**src/rtl/supwd_pkg.sv**
```systemverilog
package supwd_pkg;
  typedef enum logic [2:0] {
    SV_DOWN,
    SV_DEBOUNCE,
    SV_INIT,
    SV_RUN,
    SV_TRIP
  } sv_state_e;

  function automatic logic save_ok(input sv_state_e s);
    return (s == SV_INIT) || (s == SV_RUN) || (s == SV_TRIP);
  endfunction
endpackage

```
**src/rtl/supwd_clr_filter.sv**
```systemverilog
module supwd_clr_filter #(
  parameter int SYNC_STAGES = 2,
  parameter int MIN_LOW     = 2
) (
  input  logic clk,
  input  logic rst,
  input  logic clr_n_async,
  output logic clr_valid
);
  localparam int LW = $clog2(MIN_LOW + 1);

  logic [SYNC_STAGES-1:0] chain;
  logic [LW-1:0]          low_run;
  logic                   clr_s;

  generate
    for (genvar i = 0; i < SYNC_STAGES; i++) begin : g_sync
      if (i == 0) begin : g_first
        always_ff @(posedge clk) begin
          if (rst) chain[0] <= 1'b1;
          else     chain[0] <= clr_n_async;
        end
      end else begin : g_next
        always_ff @(posedge clk) begin
          if (rst) chain[i] <= 1'b1;
          else     chain[i] <= chain[i-1];
        end
      end
    end
  endgenerate

  assign clr_s = chain[SYNC_STAGES-1];

  always_ff @(posedge clk) begin
    if (rst || clr_s)                low_run <= '0;
    else if (low_run != LW'(MIN_LOW)) low_run <= low_run + 1'b1;
  end

  assign clr_valid = !clr_s && (low_run == LW'(MIN_LOW - 1));
endmodule

```
**src/rtl/supwd_timer.sv**
```systemverilog
module supwd_timer #(
  parameter int PERIOD_CYC = 256
) (
  input  logic clk,
  input  logic rst,
  input  logic restart,
  output logic db_done,
  output logic to_done
);
  localparam int CW     = $clog2(PERIOD_CYC);
  localparam int DB_CYC = PERIOD_CYC / 64;

  logic [CW-1:0] cnt;

  always_ff @(posedge clk) begin
    if (rst || restart) cnt <= '0;
    else                cnt <= cnt + 1'b1;
  end

  assign db_done = (cnt == CW'(DB_CYC - 1));
  assign to_done = (cnt == CW'(PERIOD_CYC - 1));
endmodule

```
**src/rtl/supwd_fsm.sv**
```systemverilog
module supwd_fsm
  import supwd_pkg::*;
(
  input  logic      clk,
  input  logic      rst,
  input  logic      in_above_hi,
  input  logic      in_below_rst,
  input  logic      sup_above_on,
  input  logic      sup_above_off,
  input  logic      clr_valid,
  input  logic      db_done,
  input  logic      to_done,
  output logic      restart,
  output sv_state_e st_next
);
  sv_state_e st;
  logic      pwr_ok;

  assign pwr_ok = sup_above_off && sup_above_on && !in_below_rst;

  always_comb begin
    st_next = st;
    unique case (st)
      SV_DOWN:     if (in_above_hi) st_next = SV_DEBOUNCE;
      SV_DEBOUNCE: if (!in_above_hi) st_next = SV_DOWN;
                   else if (db_done) st_next = SV_INIT;
      SV_INIT:     if (to_done) st_next = SV_RUN;
      SV_RUN:      if (!clr_valid && to_done) st_next = SV_TRIP;
      SV_TRIP:     if (clr_valid || to_done) st_next = SV_RUN;
      default:     st_next = SV_DOWN;
    endcase
    if (!pwr_ok) st_next = SV_DOWN;
  end

  assign restart = (st_next != st) || (st == SV_RUN && clr_valid && pwr_ok);

  always_ff @(posedge clk) begin
    if (rst) st <= SV_DOWN;
    else     st <= st_next;
  end
endmodule

```
**src/rtl/sup_wdog.sv**
```systemverilog
module sup_wdog
  import supwd_pkg::*;
#(
  parameter int PERIOD_CYC  = 256,
  parameter int MIN_LOW     = 2,
  parameter int SYNC_STAGES = 2
) (
  input  logic clk,
  input  logic rst,
  input  logic in_above_hi,
  input  logic in_below_warn,
  input  logic in_below_rst,
  input  logic sup_above_on,
  input  logic sup_above_off,
  input  logic wd_clear_n,
  output logic save_n,
  output logic rst_n,
  output logic rst_p
);
  logic      clr_valid;
  logic      db_done;
  logic      to_done;
  logic      restart;
  sv_state_e st_next;

  supwd_clr_filter #(
    .SYNC_STAGES(SYNC_STAGES),
    .MIN_LOW    (MIN_LOW)
  ) u_filt (
    .clk        (clk),
    .rst        (rst),
    .clr_n_async(wd_clear_n),
    .clr_valid  (clr_valid)
  );

  supwd_timer #(
    .PERIOD_CYC(PERIOD_CYC)
  ) u_tmr (
    .clk    (clk),
    .rst    (rst),
    .restart(restart),
    .db_done(db_done),
    .to_done(to_done)
  );

  supwd_fsm u_fsm (
    .clk          (clk),
    .rst          (rst),
    .in_above_hi  (in_above_hi),
    .in_below_rst (in_below_rst),
    .sup_above_on (sup_above_on),
    .sup_above_off(sup_above_off),
    .clr_valid    (clr_valid),
    .db_done      (db_done),
    .to_done      (to_done),
    .restart      (restart),
    .st_next      (st_next)
  );

  always_ff @(posedge clk) begin
    if (rst) begin
      save_n <= 1'b0;
      rst_n  <= 1'b0;
      rst_p  <= 1'b1;
    end else begin
      save_n <= save_ok(st_next) && !in_below_warn;
      rst_n  <= (st_next == SV_RUN);
      rst_p  <= (st_next != SV_RUN);
    end
  end
endmodule

```
**config.mk**
```make
export PLATFORM = sky130hd
export DESIGN_NAME = sup_wdog
export DESIGN_NICKNAME = d
export VERILOG_FILES = /design/src/rtl/supwd_pkg.sv /design/src/rtl/supwd_clr_filter.sv /design/src/rtl/supwd_timer.sv /design/src/rtl/supwd_fsm.sv /design/src/rtl/sup_wdog.sv
export SDC_FILE = /design/constraint.sdc
export NUM_CORES = 1
export LEC_CHECK = 0
export ABC_AREA = 1
export BUFFER_PORTS_ARGS = -buffer_cell sky130_fd_sc_hd__buf_2
export CORE_UTILIZATION = 40
export CTS_CLUSTER_DIAMETER = 100
export DETAILED_ROUTE_END_ITERATION = 8
export PLACE_DENSITY = 0.62
export SYNTH_ARGS = -nofsm -noshare
export SYNTH_HDL_FRONTEND = slang
export SYNTH_HIERARCHICAL = 1
export SYNTH_SLANG_ARGS = --single-unit
```
**constraint.sdc**
```tcl
create_clock -name clk -period 3.1 [get_ports clk]
set_clock_uncertainty 0.2 [all_clocks]
set_input_delay 0.31 -clock clk [delete_from_list [all_inputs] [get_ports clk]]
set_output_delay 0.31 -clock clk [all_outputs]
set_load 0.02 [all_outputs]
```
==> impl_metrics.py, run 1 <==
metrics = {
    "run_status": {
        "outcome": "finished, final reports clean",
    },
    "synth": {
        "async_flop_share": 0,
        "muxShareOfSynthArea": 0,
        "synth-xor-area-share": 0.0185,
        "synth_top_family_by_area": "simple AND/OR/NAND/NOR gates",
        "yosys.cell_types.count": 22,
        "synth_compound_area_frac": 0.0528,
        "syn-cell-area_um2": 948,
        "yosysWarnings": 6,
        "synth_edf_count": 0,
        "ys.flop_type": "dfxtp_1",
        "syn_inst": 147,
        "synth_fa_ha_area_frac": 0.0396,
        "synth.avg_cell_area_um2": 6.45,
        "seq_area_frac_synth": 0.380,
        "yosys.area_share.simple": 0.410,
        "synth_seq_cells": 18,
        "syn-num-nets": 158,
    },
    "timing": {
        "fin_tns_setup_ns": 0,
        "slew_viol_final": 0,
        "setup_viol": 0,
        "timing.fmax_mhz": 365,
        "rsz0062_at_grt": "no",
        "finalHoldViolCount": 0,
        "finalCritPeriodShare": 0.883,
        "tightest_slew_ns": 0.351,
        "slew_headroom": 0.765,
        "period_needed_ns": 2.74,
    },
    "route": {
        "drt.antenna.violating_nets": 0,
        "first_pass_iters": 6,
        "drcViolationCount": 0,
        "wire_per_inst_um": 8.51,
        "drt_wl_total_um": 1610,
        "vias_per_cell": 4.48,
        "dr.first_iter.drc_count": 15,
        "vias": 846,
    },
    "setup_path": {
        "reg2reg_from": "u_tmr/cnt[0]$_SDFF_PP0_",
        "worst-path-max-fanout": 5,
        "rr_worst_depth": 17,
        "crit_required_ns": 3.12,
        "startpoint_type": "register",
        "critPathLaunch": "u_tmr/cnt[0]$_SDFF_PP0_",
        "endpoint_kind": "register",
        "r2r_end": "u_tmr/cnt[4]$_SDFF_PP0_",
        "endpoint": "u_tmr/cnt[4]$_SDFF_PP0_",
        "reg2reg_slack_ns": 0.36,
        "path_class": "register to register",
        "arrival_ns": 2.76,
    },
    "worst_hold_path": {
        "holdCritPathClass": "primary input to register",
    },
    "job": {
        "maxCapViolCount": 0,
    },
    "finish": {
        "fillers": 253,
        "fin_cells": 189,
        "diodes": 0,
        "area_growth_pct": 12.4,
        "mostFrequentLayoutCells": "37 x nand2_1, 35 x nor2_1, 23 x inv_1",
        "drive_gt1_frac": 0.143,
        "fin_nets": 174,
        "fin_area_um2": 1070,
        "layout_commonest_cell": "nand2_1",
    },
    "floorplanning": {
        "die_area_um2": 2570,
        "fp.dieW_um": 50.7,
        "die_y_um": 50.7,
        "rows": 17,
        "core_um2": 2230,
        "boundaryPins": 11,
        "start_util": 0.425,
    },
    "pwr": {
        "p_leak_nw": 0.513,
        "max-vdd-ir-drop_uv": 302,
        "power.density_nw_per_um2": 359,
    },
    "clock_tree": {
        "h-tree-depth": 1,
        "clk_pin_slew_ns": 0.09,
        "cts.repair.resized": 0,
        "ctsLongestPathBuffers": 2,
        "cts_sinks": 18,
        "cts_buffers": 3,
        "worstSkewPairLatency_ns": 0.28,
        "cts_tree": "yes",
        "root_buffer": "clkbuf_4",
    },
    "place": {
        "dpl.hpwl_um": 1280,
        "dpl_cell_area_um2": 1030,
        "gp_congestion": 0.801,
        "dp_cells": 185,
        "io_buffers": 10,
    },
    "global_route": {
        "grt_use_total": 0.148,
        "grt_max_degree": 10,
        "grt_pass1_wl_um": 2820,
        "antenna_found_initial": 0,
        "grt_pass1_vias": 743,
        "grt-ovfl-total": 0,
    },
}
-- kinds of logic (layout without fill, tap and decap cells) --
group                    count (synthesis)  after routing
flip-flops                              18             18
AO/OA/AOI/OAI                            9              9
AND/OR/NAND/NOR                         90             90
buffers and inverters                   25             39
XOR/XNOR                                 2              2
adder cells (fa/ha/maj)                  3              3
-- through the flow --
stage / hold slack [ns] / power (mW) / utilization / setup slack [ns]
finish: 0.0474 / 0.383 / 0.477 / 0.364
detailed placement: 0.199 / 0.276 / 0.463 / 0.412
global route: 0.0288 / 0.409 / 0.477 / 0.0210
CTS: 0.0341 / 0.389 / 0.477 / 0.403
global placement: 0.191 / 0.274 / 0.463 / 0.506
floorplan: 0.182 / 0.265 / - / 0.794
-- flip-flops by register name, indices dropped and copies added, names as in the netlist --
| name | cells |
|---|---|
| rst_p | 1 |
| u_filt/low_run | 2 |
| u_filt/clr_s | 1 |
| u_fsm/st | 3 |
| u_filt/chain | 1 |
| rst_n | 1 |
| save_n | 1 |
| u_tmr/cnt | 8 |
-- metal layers --
layer | GRT usage | up-vias | wire length, um
met4 | 0.0417 | 0 | 13
met2 | 0.264 | 16 | 743
met1 | 0.157 | 359 | 768
li1 | - | 469 | -
met3 | 0.0636 | 2 | 82
met5 | 0 | - | 0
-- area by class of cell --
cell class	instances	area, um2	area share
multi-input combinational	104	494	0.464
timing repair buffer	11	60.1	0.0563
clock buffer	3	22.5	0.0211
inverter	25	93.8	0.0880
sequential	18	360	0.338
tap	28	35.0	0.0329
-- power by group --
part / switching [mW] / internal [mW]
clock network: 0.0666 / 0.0451
logic: 0.0168 / 0.0128
registers: 0.00465 / 0.237
total: 0.0880 / 0.295
-- worst min-delay path by stage --
stage / from / end / slack (ns) / depth (start not counted)
finish: in_below_warn / save_n$_SDFF_PP0_ / 0.05 / 4
global route: in_below_warn / save_n$_SDFF_PP0_ / 0.03 / 4
CTS: in_below_warn / save_n$_SDFF_PP0_ / 0.03 / 4
detailed placement: u_filt/chain[0]$_SDFF_PP1_ / u_filt/clr_s$_SDFF_PP1_ / 0.20 / 1
global placement: u_filt/chain[0]$_SDFF_PP1_ / u_filt/clr_s$_SDFF_PP1_ / 0.19 / 1
floorplan: rst / u_fsm/st[0]$_SDFF_PP0_ / 0.18 / 1
-- worst max-delay path, stage by stage, from the launching register on --
cell     delay (ns)
dfxtp_1        0.39
ha_1           0.24
nand3_2        0.10
nor2_1         0.13
nand2_1        0.08
nor2_1         0.21
inv_1          0.09
nand2_1        0.09
nand3_1        0.08
nand2_2        0.08
inv_2          0.04
nand2_2        0.06
nand2_2        0.06
xor2_1         0.14
nand2_1        0.08
nor2_1         0.30
o21ai_0        0.16
a21oi_1        0.13
-- what timing repair did --
action / CTS / global route
hold buffers: 1 / 0
hold endpoints to repair: 1 / 0
buffers inserted: 0 / 0
-- cell usage after synthesis, drive strengths merged, types with 2 or more instances --
library cell	instances	share of area
nand2	40	0.17
nor2	38	0.16
inv	25	0.099
dfxtp	18	0.38
nand3	7	0.042
a21oi	4	0.021
ha	3	0.040
o21ai	3	0.016
or2	2	0.013
No activity file was read; power rests on OpenSTA's default activity.
==> inputs of run 2 (changes only) <==
--- a/config.mk
+++ b/config.mk
@@ -7,10 +7,10 @@
 export LEC_CHECK = 0
 export ABC_AREA = 1
 export BUFFER_PORTS_ARGS = -buffer_cell sky130_fd_sc_hd__buf_2
-export CORE_UTILIZATION = 40
+export CORE_UTILIZATION = 55
 export CTS_CLUSTER_DIAMETER = 100
 export DETAILED_ROUTE_END_ITERATION = 8
-export PLACE_DENSITY = 0.62
+export PLACE_DENSITY = 0.8
 export SYNTH_ARGS = -nofsm -noshare
 export SYNTH_HDL_FRONTEND = slang
 export SYNTH_HIERARCHICAL = 1
==> run 2 against run 1 <==
The flow now finishes with violations (DRC). Sequential share of layout area increased by 0.48 points. Maximum frequency increased by 1.2%. Worst hold slack got worse by 0.0033 ns. Cell count decreased by 6.3%. Non-clock buffer count unchanged. Register-to-register slack improved by 0.03 ns. Largest power group unchanged.
==> impl_metrics.py, run 2 (synthesis results as in run 1) <==
metrics = {
    "floorplanning": {
        "fp.dieW_um": 43.5,
        "die_area_um2": 1890,
        "die_y_um": 43.5,
        "rows": 14,
        "boundaryPins": 11,
        "start_util": 0.608,
        "core_um2": 1560,
    },
    "timing": {
        "finalCritPeriodShare": 0.872,
        "rsz0062_at_grt": "no",
        "slew_viol_final": 0,
        "period_needed_ns": 2.70,
        "setup_viol": 0,
        "finalHoldViolCount": 0,
        "timing.fmax_mhz": 370,
        "tightest_slew_ns": 0.295,
        "slew_headroom": 0.803,
        "fin_tns_setup_ns": 0,
        "holdWs_ns": 0.0441,
    },
    "place": {
        "gp_congestion": 0.887,
        "dpl.hpwl_um": 1310,
        "io_buffers": 10,
        "dpl_cell_area_um2": 1020,
    },
    "finish": {
        "diodes": 0,
        "largest_reg_flops": 8,
        "layout_commonest_cell": "nand2_1",
        "reg_top3": "u_tmr/cnt: 8 flops, u_fsm/st: 3 flops, u_filt/low_run: 2 flops",
        "area_growth_pct": 10.8,
        "register_area_um2": 360,
        "drive_gt1_frac": 0.143,
        "fin_nets": 174,
        "fin_area_um2": 1050,
        "top_register": "u_tmr/cnt",
        "mostFrequentLayoutCells": "37 x nand2_1, 35 x nor2_1, 23 x inv_1",
        "multi_input_area_um2": 494,
        "fillers": 131,
    },
    "route": {
        "vias": 845,
        "drcViolationCount": 2,
        "drt.antenna.violating_nets": 0,
        "vias_per_cell": 4.77,
        "first_pass_iters": 6,
        "wire_per_inst_um": 9.48,
        "drt_wl_total_um": 1680,
        "dr.first_iter.drc_count": 6,
    },
    "pwr": {
        "p_switching_mw": 0.0881,
        "internal-power_mw": 0.294,
        "power.density_nw_per_um2": 364,
        "p_comb_frac": 0.076,
        "seqPwrFrac": 0.630,
        "clkPwrFrac": 0.294,
        "switching_share": 0.230,
        "p_total_mw": 0.383,
        "p_leak_nw": 0.513,
        "max-vdd-ir-drop_uv": 348,
    },
    "clock_tree": {
        "h-tree-depth": 1,
        "cts_buffers": 3,
        "cts_tree": "yes",
        "ctsLongestPathBuffers": 2,
        "clk_pin_slew_ns": 0.10,
        "worstSkewPairLatency_ns": 0.29,
        "root_buffer": "clkbuf_4",
        "cts_sinks": 18,
    },
    "run_status": {
        "outcome": "finished, violations left",
        "violations": "DRC",
    },
    "setup_path": {
        "crit_slowest_cell": "dfxtp_1",
        "critical_path.max_stage_delay_ns": 0.39,
        "endpoint_kind": "register",
        "arrival_ns": 2.73,
        "startpoint_type": "register",
        "reg2reg_slack_ns": 0.40,
        "reg2reg_from": "u_tmr/cnt[0]$_SDFF_PP0_",
        "worst-path-max-fanout": 5,
        "path_class": "register to register",
        "crit_top_cell": "nand2_1",
        "worstPathCellList": "ha_1, nand3_2, nor2_1, nand2_1, nor2_1, inv_1, nand2_1, nand3_1, nand2_2, o21bai_1, nand2_1, nand2_1, nor2_1, nand2_1, nor2_1, inv_1, a21oi_1",
        "critPathLaunch": "u_tmr/cnt[0]$_SDFF_PP0_",
        "crit_required_ns": 3.13,
    },
    "job": {
        "maxCapViolCount": 0,
    },
    "global_route": {
        "grt_use_total": 0.198,
        "grt_max_degree": 10,
        "grt_pass1_wl_um": 2790,
        "grt_pass1_vias": 735,
        "antenna_found_initial": 0,
        "grt-ovfl-total": 0,
    },
    "worst_hold_path": {
        "hold_start": "in_below_warn",
        "holdCritPathClass": "primary input to register",
    },
}
run 2: path summary, 6_finish.rpt:
| path | to | depth (start not counted) |
|---|---|---|
| worst max register to register | u_tmr/cnt[3]$_SDFF_PP0_ | 17 |
| worst max-delay path | u_tmr/cnt[3]$_SDFF_PP0_ | 17 |
| worst min-delay path | save_n$_SDFF_PP0_ | 4 |
| worst min register to register | u_filt/clr_s$_SDFF_PP1_ | 1 |
run 2: timing repair:
action | CTS | global route
setup buffers | 0 | 0
endpoints found under the hold margin | 1 | 0
resized for setup | 0 | 0
hold buffers | 1 | 0
run 2: critical path, delay by kind of cell, from the launching register on:
family	cells	cell delay, ns
buffers and inverters	2	0.24
flip-flops	1	0.39
AO/OA/AOI/OAI	2	0.25
AND/OR/NAND/NOR	12	1.31
adder cells (fa/ha/maj)	1	0.24
run 2: layer usage:
layer,routed length (um),track usage
met1,827,0.246
met3,29,0.0375
met2,811,0.315
met5,0,0
met4,9,0.125
run 2: layout make-up:
| type | count | area share |
|---|---|---|
| clock buffer | 3 | 0.0214 |
| inverter | 25 | 0.0893 |
| multi-input combinational | 104 | 0.470 |
| sequential | 18 | 0.343 |
| tap | 16 | 0.0190 |
| timing repair buffer | 11 | 0.0571 |
run 2: power groups by stage:
stage	sequential, mW	clock, mW	combinational, mW
after floorplan	0.246	0	0.0192
after global placement	0.246	0	0.0272
after detailed placement	0.246	0	0.0284
after CTS	0.241	0.118	0.0296
after global routing	0.242	0.125	0.0335
final	0.241	0.112	0.0291
run 2: stage by stage:
stage	utilization	std cells	worst slack [ns]
floorplan	-	147	0.794
global placement	0.653	173	0.559
detailed placement	0.653	173	0.421
CTS	0.674	177	0.393
global route	0.674	177	0.0455
finish	0.674	177	0.396
==> inputs of run 3 (changes only) <==
--- a/config.mk
+++ b/config.mk
@@ -5,12 +5,11 @@
 export SDC_FILE = /design/constraint.sdc
 export NUM_CORES = 1
 export LEC_CHECK = 0
-export ABC_AREA = 1
 export BUFFER_PORTS_ARGS = -buffer_cell sky130_fd_sc_hd__buf_2
-export CORE_UTILIZATION = 55
+export CORE_UTILIZATION = 54
 export CTS_CLUSTER_DIAMETER = 100
 export DETAILED_ROUTE_END_ITERATION = 8
-export PLACE_DENSITY = 0.8
+export PLACE_DENSITY = 0.79
 export SYNTH_ARGS = -nofsm -noshare
 export SYNTH_HDL_FRONTEND = slang
 export SYNTH_HIERARCHICAL = 1
==> run 3 against run 2 <==
The flow now finishes without violations. Worst hold slack better by 0.064 ns. Worst setup slack got worse by 0.20 ns. Maximum frequency down 7.0%. Routed wire length shrank 3.5%. Non-clock buffer count is 3 higher. Sequential power about the same. Synthesized cell count shrank 33%. Highest routed layer unchanged. Clock power fell by 4%.
==> impl_metrics.py, run 3 <==
metrics = {
    "timing": {
        "period_needed_ns": 2.91,
        "finalCritPeriodShare": 0.938,
        "tightest_slew_ns": 0.420,
        "slew_viol_final": 0,
        "finalHoldViolCount": 0,
        "holdWs_ns": 0.108,
        "slew_headroom": 0.719,
        "timing.fmax_mhz": 344,
        "worst_slack_ns": 0.192,
        "fin_tns_setup_ns": 0,
        "setup_viol": 0,
    },
    "pwr": {
        "power.density_nw_per_um2": 368,
        "seqPwrFrac": 0.644,
        "p_total_mw": 0.375,
        "clkPwrFrac": 0.287,
        "max-vdd-ir-drop_uv": 254,
        "p_switching_mw": 0.0804,
        "internal-power_mw": 0.294,
        "p_comb_frac": 0.069,
        "p_leak_nw": 0.384,
        "switching_share": 0.214,
    },
    "synth": {
        "yosysMostFrequentCell": "dfxtp_1",
        "synth-xor-area-share": 0.0494,
        "syn-cell-area_um2": 886,
        "synth.avg_cell_area_um2": 8.95,
        "synth_fa_ha_area_frac": 0.0424,
        "synth_edf_count": 0,
        "syn-num-nets": 110,
        "yosys.cell_types.count": 36,
        "muxShareOfSynthArea": 0,
        "synth.top_cell.area_share": 0.407,
        "synth_compound_area_frac": 0.168,
        "yosysWarnings": 6,
        "ys.flop_type": "dfxtp_1",
        "synth_seq_cells": 18,
        "syn_inst": 99,
        "yosysTopAreaCell": "dfxtp_1",
        "yosys.area_share.simple": 0.299,
        "synth_area_leaders": "dfxtp_1 41%, ha_1 4.2%, nor2_1 4.2%",
        "async_flop_share": 0,
        "seq_area_frac_synth": 0.407,
        "synth_common_cells": "18 x dfxtp_1, 10 x nor2_1, 7 x inv_1",
        "synth_top_family_by_area": "simple AND/OR/NAND/NOR gates",
    },
    "finish": {
        "fillers": 128,
        "area_growth_pct": 14.8,
        "diodes": 0,
        "register_area_um2": 360,
        "fin_area_um2": 1020,
        "fin_nets": 128,
        "layout_commonest_cell": "dfxtp_1",
        "reg_top3": "u_tmr/cnt: 8 flops, u_fsm/st: 3 flops, u_filt/low_run: 2 flops",
        "multi_input_area_um2": 503,
        "largest_reg_flops": 8,
        "mostFrequentLayoutCells": "18 x dfxtp_1, 10 x nor2_1, 10 x buf_2",
        "fin_cells": 131,
        "drive_gt1_frac": 0.226,
        "fin_util": 0.667,
        "top_register": "u_tmr/cnt",
    },
    "place": {
        "gp_congestion": 0.873,
        "io_buffers": 10,
        "dpl_cell_area_um2": 967,
        "place_ws_ns": 0.173,
        "dpl.hpwl_um": 1180,
        "dp_cells": 126,
    },
    "job": {
        "maxCapViolCount": 0,
    },
    "route": {
        "vias_per_cell": 5.80,
        "drt.antenna.violating_nets": 0,
        "dr.first_iter.drc_count": 35,
        "vias": 760,
        "drt_wl_total_um": 1620,
        "first_pass_iters": 4,
        "wire_per_inst_um": 12.4,
        "drcViolationCount": 0,
    },
    "clock_tree": {
        "cts_sinks": 18,
        "ctsLongestPathBuffers": 2,
        "cts_tree": "yes",
        "cts_buffers": 3,
        "worstSkewPairLatency_ns": 0.28,
        "clk_pin_slew_ns": 0.09,
        "root_buffer": "clkbuf_4",
        "cts_setup_buffers": 0,
        "h-tree-depth": 1,
    },
    "floorplanning": {
        "die_area_um2": 1810,
        "boundaryPins": 11,
        "start_util": 0.581,
        "fp.dieW_um": 42.5,
        "core_um2": 1520,
        "die_y_um": 42.5,
        "rows": 14,
    },
    "global_route": {
        "grt_pass1_vias": 745,
        "grt_use_total": 0.209,
        "met2_usage": 0.348,
        "grt-ovfl-total": 0,
        "grt_max_degree": 11,
        "busiest_layer": "met2",
        "antenna_found_initial": 0,
        "grt_pass1_wl_um": 2870,
        "globalRouteMet1Util": 0.246,
        "use_met3": 0.0388,
    },
    "setup_path": {
        "worstPathCellList": "ha_2, nand3_2, nor3_2, and4bb_1, a31oi_2, a31oi_2, xor2_1, or4b_1, or2_2, a21oi_1",
        "arrival_ns": 2.93,
        "crit_required_ns": 3.12,
        "critical_path.max_stage_delay_ns": 0.49,
        "worst-path-max-fanout": 8,
        "crit_top_cell": "a31oi_2",
        "path_class": "register to register",
        "crit_slowest_cell": "or4b_1",
        "endpoint_kind": "register",
        "startpoint_type": "register",
    },
    "worst_hold_path": {
        "holdCritPathClass": "primary input to register",
    },
    "run_status": {
        "outcome": "finished, final reports clean",
    },
}
[run 3: changes by cell type after synthesis, moves of 4 or more]
| cell | before | now |
|---|---|---|
| o21ai_0 | 2 | 6 |
| inv_1 | 23 | 7 |
| nor2_1 | 35 | 10 |
| nor3_1 | 0 | 4 |
| nor2b_1 | 0 | 5 |
| nand2_1 | 37 | 3 |
[run 3: path summary, 6_finish.rpt]
check	startpoint	end	slack [ns]	cells after the start
min reg2reg	u_filt/chain[0]$_SDFF_PP1_	u_filt/clr_s$_SDFF_PP1_	0.22	1
min	rst	save_n$_SDFF_PP0_	0.11	2
max	u_tmr/cnt[0]$_SDFF_PP0_	u_tmr/cnt[7]$_SDFF_PP0_	0.19	10
max reg2reg	u_tmr/cnt[0]$_SDFF_PP0_	u_tmr/cnt[7]$_SDFF_PP0_	0.19	10
[run 3: routing by layer]
layer / routed length, um / part of all wire / up-vias
met5: 0 / 0 / -
met4: 10 / 0.0062 / 0
met3: 41 / 0.025 / 2
met2: 813 / 0.50 / 13
met1: 754 / 0.47 / 360
li1: - / - / 385
[run 3: critical path, delay by kind of cell (launching register included)]
family | cells | cell delay [ns]
AO/OA/AOI/OAI | 3 | 0.45
flip-flops | 1 | 0.39
AND/OR/NAND/NOR | 5 | 1.41
adder cells (fa/ha/maj) | 1 | 0.23
XOR/XNOR | 1 | 0.16
[run 3: power groups by stage]
stage                     logic [mW]  registers, mW  clock network [mW]
after floorplan               0.0153          0.246                   0
after global placement        0.0227          0.246                   0
after detailed placement      0.0236          0.247                   0
after CTS                     0.0255          0.241               0.113
after global routing          0.0295          0.242               0.124
final                         0.0257          0.242               0.108
[run 3: logic make-up after synthesis]
group                      after synthesis
and+or+nand+nor                         45
xor gates and xnor gates                 5
adders and majority gates                3
AOI/OAI and AO/OA                       20
buffers and inverters                    8
DFF                                     18
[run 3: final cells by class]
| type | instances | share of cell area |
|---|---|---|
| multi-input combinational | 73 | 0.494 |
| sequential | 18 | 0.354 |
| timing repair buffer | 14 | 0.0836 |
| inverter | 7 | 0.0258 |
| clock buffer | 3 | 0.0221 |
| tap | 16 | 0.0197 |
[run 3: timing repair]
| item | 4_1_cts | 5_1_grt |
|---|---|---|
| hold buffers | 2 | 0 |
| gates resized for setup | 0 | 2 |
| endpoints found under the setup margin | 0 | 8 |
| hold endpoints to repair | 2 | 0 |
